===== config.mk =====
export PLATFORM = sky130hd
export DESIGN_NAME = cs_serial_port
export DESIGN_NICKNAME = d
export VERILOG_FILES = /design/src/rtl/csport_pkg.sv /design/src/rtl/csport_edges.sv /design/src/rtl/csport_timer.sv /design/src/rtl/csport_shifter.sv /design/src/rtl/cs_serial_port.sv
export SDC_FILE = /design/constraint.sdc
export NUM_CORES = 1
export LEC_CHECK = 0
export BUFFER_PORTS_ARGS = -buffer_cell sky130_fd_sc_hd__buf_2
export CAP_MARGIN = 20
export CORE_MARGIN = 4
export CORE_UTILIZATION = 44
export CTS_CLUSTER_SIZE = 28
export DETAILED_ROUTE_END_ITERATION = 8
export PLACE_DENSITY = 0.6
export SETUP_SLACK_MARGIN = 0.15
export SYNTH_ARGS = -nofsm -noshare
export SYNTH_HDL_FRONTEND = slang
export SYNTH_SLANG_ARGS = --single-unit

===== constraint.sdc =====
create_clock -name clk -period 2.6 [get_ports clk]
set_input_delay 0 -clock clk [delete_from_list [all_inputs] [get_ports clk]]
set_output_delay 0 -clock clk [all_outputs]
set_load 0.05 [all_outputs]

===== src/rtl/csport_pkg.sv =====
package csport_pkg;
  typedef enum logic [2:0] {
    ST_IDLE  = 3'd0,
    ST_CONV  = 3'd1,
    ST_STBY  = 3'd2,
    ST_SHIFT = 3'd3,
    ST_DONE  = 3'd4
  } port_state_t;
endpackage


===== src/rtl/csport_edges.sv =====
module csport_edges #(
  parameter int         N    = 3,
  parameter logic [N-1:0] INIT = '0
) (
  input  logic         clk,
  input  logic         rst,
  input  logic [N-1:0] d,
  output logic [N-1:0] rise,
  output logic [N-1:0] fall
);
  logic [N-1:0] prev_q;

  for (genvar i = 0; i < N; i++) begin : g_bit
    always_ff @(posedge clk) begin
      if (rst) prev_q[i] <= INIT[i];
      else     prev_q[i] <= d[i];
    end
    assign rise[i] = d[i] & ~prev_q[i];
    assign fall[i] = ~d[i] & prev_q[i];
  end
endmodule


===== src/rtl/csport_timer.sv =====
module csport_timer #(
  parameter int CONV_CYC = 16
) (
  input  logic clk,
  input  logic rst,
  input  logic start,
  output logic done
);
  localparam int CW = (CONV_CYC > 1) ? $clog2(CONV_CYC) : 1;
  localparam logic [CW-1:0] LOAD = CW'(CONV_CYC - 1);

  logic [CW-1:0] cnt_q;
  logic          run_q;

  assign done = run_q && (cnt_q == '0);

  always_ff @(posedge clk) begin
    if (rst) begin
      cnt_q <= '0;
      run_q <= 1'b0;
    end else if (start) begin
      cnt_q <= LOAD;
      run_q <= 1'b1;
    end else if (done) begin
      run_q <= 1'b0;
    end else if (run_q) begin
      cnt_q <= cnt_q - 1'b1;
    end
  end
endmodule


===== src/rtl/csport_shifter.sv =====
module csport_shifter #(
  parameter int W = 18
) (
  input  logic         clk,
  input  logic         rst,
  input  logic         load,
  input  logic [W-1:0] din,
  input  logic         shift,
  output logic         msb,
  output logic         next_msb
);
  logic [W-1:0] sh_q;

  assign msb      = sh_q[W-1];
  assign next_msb = sh_q[W-2];

  always_ff @(posedge clk) begin
    if (rst)        sh_q <= '0;
    else if (load)  sh_q <= din;
    else if (shift) sh_q <= {sh_q[W-2:0], 1'b0};
  end
endmodule


===== src/rtl/cs_serial_port.sv =====
module cs_serial_port
  import csport_pkg::*;
#(
  parameter int WORD_W   = 18,
  parameter int CONV_CYC = 16
) (
  input  logic              clk,
  input  logic              rst,
  input  logic              conv_i,
  input  logic              sel_n_i,
  input  logic              sclk_i,
  input  logic [WORD_W-1:0] sample_i,
  output logic              sdo_o,
  output logic              sdo_oe_o
);
  localparam int BW = $clog2(WORD_W);
  localparam logic [BW-1:0] LAST_BIT = BW'(WORD_W - 1);

  logic [2:0] rise, fall;
  logic conv_rise, sel_fall, sel_rise, sclk_fall;
  logic t_start, t_done, sh_shift, sh_msb, sh_next;

  port_state_t   state_q, state_n;
  logic [BW-1:0] cnt_q, cnt_n;
  logic          sdo_n, oe_n;

  csport_edges #(.N(3), .INIT(3'b010)) u_edges (
    .clk(clk), .rst(rst), .d({sclk_i, sel_n_i, conv_i}),
    .rise(rise), .fall(fall)
  );

  assign conv_rise = rise[0];
  assign sel_rise  = rise[1];
  assign sel_fall  = fall[1];
  assign sclk_fall = fall[2];

  csport_timer #(.CONV_CYC(CONV_CYC)) u_timer (
    .clk(clk), .rst(rst), .start(t_start), .done(t_done)
  );

  csport_shifter #(.W(WORD_W)) u_shift (
    .clk(clk), .rst(rst), .load(t_start), .din(sample_i),
    .shift(sh_shift), .msb(sh_msb), .next_msb(sh_next)
  );

  always_comb begin
    state_n  = state_q;
    cnt_n    = cnt_q;
    t_start  = 1'b0;
    sh_shift = 1'b0;
    case (state_q)
      ST_IDLE: begin
        if (conv_rise && sel_n_i) begin
          t_start = 1'b1;
          state_n = ST_CONV;
        end
      end
      ST_CONV: begin
        if (t_done) state_n = ST_STBY;
      end
      ST_STBY: begin
        if (conv_rise && sel_n_i) begin
          t_start = 1'b1;
          state_n = ST_CONV;
        end else if (sel_fall) begin
          cnt_n   = '0;
          state_n = ST_SHIFT;
        end
      end
      ST_SHIFT: begin
        if (sel_rise) begin
          state_n = ST_IDLE;
        end else if (sclk_fall) begin
          if (cnt_q == LAST_BIT) begin
            state_n = ST_DONE;
          end else begin
            sh_shift = 1'b1;
            cnt_n    = cnt_q + 1'b1;
          end
        end
      end
      ST_DONE: begin
        if (sel_rise) state_n = ST_IDLE;
      end
      default: state_n = ST_IDLE;
    endcase

    oe_n  = (state_n == ST_SHIFT) ||
            ((state_n == ST_IDLE) && !sel_n_i && !conv_i);
    sdo_n = (state_n == ST_SHIFT) && (sh_shift ? sh_next : sh_msb);
  end

  always_ff @(posedge clk) begin
    if (rst) begin
      state_q  <= ST_IDLE;
      cnt_q    <= '0;
      sdo_o    <= 1'b0;
      sdo_oe_o <= 1'b0;
    end else begin
      state_q  <= state_n;
      cnt_q    <= cnt_n;
      sdo_o    <= sdo_n;
      sdo_oe_o <= oe_n;
    end
  end
endmodule


==> metrics.cfg <==
[clock_network]
clockRootBuffer=clkbuf_8
cts_num_sinks=36
clk_latency_ns=0.28
clk_pin_slew_ns=0.07
cts_buffer_depth=2
htree_levels=2
cts_buffers=5
cts-resized-gates=0
cts_setup_buffers=0
cts_tree=built

[layout]
diodes=0
drive_gt1_share_pct=16.6
seqCellArea_um2=721
syn2layout_area_growth_pct=23.3
multiInputGateArea_um2=907
final_util_pct=56.6
layout.nets=262
nFillCells=366

[routing]
dr.first_iter.drc_count=70
vias_per_cell=5.37
vias=1520
wl_per_cell_um=13.0
ant_nets=0
drc=0
dr.pass1.iters=4
wl_mm=3.68

[timing]
slew_headroom_pct=55.4
fin_hold_ws_ns=0.0125
timing_worst_slew_pin_value_ns=0.669
grt_setup_unrepaired=false
period_share_pct=85.2
fmax_mhz=452
hold_violations=0
final.min_clock_period_ns=2.21
slew_viol_final=0
setup_slack_ns=0.386
setup_viol=0
setup_tns_ns=0
fin_worst_skew_ns=0.00581

[power]
power_switching_uw=280
p_int_uw=889
swShare_pct=24.0
leakage_uw=0.000815
pwr-share-comb_pct=12.1
powerDensity_nw_per_um2=560
ir_drop_mv=0.376
pwr-share-seq_pct=51.6
clkPwrFrac_pct=36.3

[floorplanning]
die_w_um=70.1
dieArea_um2=4910
rows=22
ios=25
core_um2=3690
start_util_pct=45.9
die_height_um=70.1

[setup_path]
path_class=reg -> reg
crit_path_start_kind=flip-flop
critPathArrivalTime_ns=2.41
cp.required_ns=2.79
cp_max_fo=18
critPathCaptureType=flip-flop

[place]
dp_hpwl_mm=2.42
place_congestion=0.812
io_buffers=24
dp_slack_ns=0.398

[grt]
grt_pass1_wl_mm=6.25
antenna_found_initial=0
grt_pass1_vias=1412
gr-usage-all-layers_pct=15.8
grt-ovfl-total=0
grt_start_max_net_pins=33

[logic_synthesis]
netlist_instances=198
yosysSeqAreaShare_pct=42.5
synth.distinct_cells=41
synthArstFlopShare_pct=0
yosysWarnings=0
syn_area_um2=1690
synth-seq-cells=36
avgSynthCellArea_um2=8.56
synth_top_flop_cell=dfxtp_1
synth-edff-count=0
synth_nets=225

[job]
max_cap_violations=0

[outcome]
status=finished clean

[min_path]
min_path_type=in -> reg

==> path summary, 6_finish.rpt <==
| path | slack, ns | depth (start not counted) | to | from |
|---|---|---|---|---|
| max reg2reg | 0.39 | 6 | u_shift.sh_q[17] | cnt_q[1] |
| min reg2reg | 0.47 | 2 | u_shift.sh_q[0] | u_shift.sh_q[0] |
| min | 0.01 | 3 | u_shift.sh_q[17] | sample_i[17] |
| max | 0.39 | 6 | u_shift.sh_q[17] | cnt_q[1] |
==> state kept, by name, summed over array words and instances, names as in the netlist <==
signal,flops
u_shift.sh_q,18
cnt_q,5
u_timer.cnt_q,4
state_q,3
u_edges.prev_q,3
sdo_o,1
sdo_oe_o,1
u_timer.run_q,1
==> logic make-up after synthesis <==
logic type	after synthesis	share of synthesized area [%]
AOI/OAI and AO/OA	35	15.6
xor gates and xnor gates	3	1.55
adders and majority gates	4	2.95
buffers and inverters	16	3.91
DFF	36	42.5
muxes	5	2.95
and+or+nand+nor	99	30.5
==> critical path: stages, from the launching register on <==
cell and delay (ns):
dfxtp_1 0.38, inv_1 0.06, ha_1 0.17, and4bb_2 0.27, or4_1 0.74, mux2i_1 0.23, a211oi_1 0.27
==> metrics by stage <==
step           total power [uW]  instances  cell area [um2]
5_1_grt                    1230        283             2090
2_1_floorplan               700        198             1690
3_3_place_gp                734        261             1840
4_1_cts                    1190        283             2090
6_report                   1170        283             2090
3_5_place_dp                740        261             1840
==> Yosys cell counts, drive strengths merged (2+ instances only) <==
| cell | count | share of area, % |
|---|---|---|
| nor4 | 3 | 2.0 |
| o31ai | 2 | 0.89 |
| nor3 | 4 | 1.2 |
| or3 | 2 | 0.74 |
| xor2 | 2 | 1.0 |
| nand3b | 2 | 1.6 |
| ha | 4 | 3.0 |
| dfxtp | 36 | 43 |
| a311oi | 16 | 8.3 |
| inv | 5 | 1.1 |
| nand2 | 39 | 8.6 |
| mux2i | 5 | 3.0 |
| clkbuf | 8 | 1.8 |
| nand2b | 5 | 1.8 |
| nand3 | 6 | 1.8 |
| nor3b | 3 | 1.6 |
| buf | 3 | 1.0 |
| nor2b | 6 | 2.2 |
| nor2 | 21 | 4.7 |
| a21oi | 8 | 2.4 |
| a32oi | 2 | 1.0 |
==> metal layers <==
metal | track usage, % | share of wire, %
met1 | 20.4 | 49
met3 | 4.89 | 5.2
met4 | 5.74 | 0.82
met5 | 0 | 0
met2 | 24.8 | 45
==> repair_timing <==
action,CTS,global route
endpoints found under the setup margin,0,0
hold buffers,15,0
hold endpoints to repair,15,0
==> cell usage in the layout (no fill, tap or decap), types with 4 or more instances in the layout <==
cell type / Yosys / layout
nand2b_1: 5 / 5
clkbuf_8: 0 / 7
ha_1: 4 / 4
dfxtp_1: 36 / 36
a21oi_1: 8 / 8
nand3_1: 6 / 6
nor2_1: 21 / 21
mux2i_1: 5 / 5
nor2b_1: 6 / 6
inv_1: 5 / 5
buf_2: 2 / 24
nand2_1: 39 / 39
dlygate4sd3_1: 0 / 15
a311oi_1: 16 / 16
nor3_1: 4 / 4
==> final cells by class <==
type / count / share of cell area [%]
well taps: 48 / 2.88
inverters: 5 / 0.899
repair buffers: 41 / 13.7
multi-input cells: 146 / 43.4
clock buffers: 7 / 4.61
flip-flops and latches: 36 / 34.5
==> power groups by stage <==
stage	sequential (uW)	clock [uW]	combinational, uW
floorplan	614	0	85.8
global placement	615	0	119
detailed placement	616	0	124
CTS	604	440	142
global route	608	460	159
finish	604	424	141
Power figures use the tool's default switching activity.
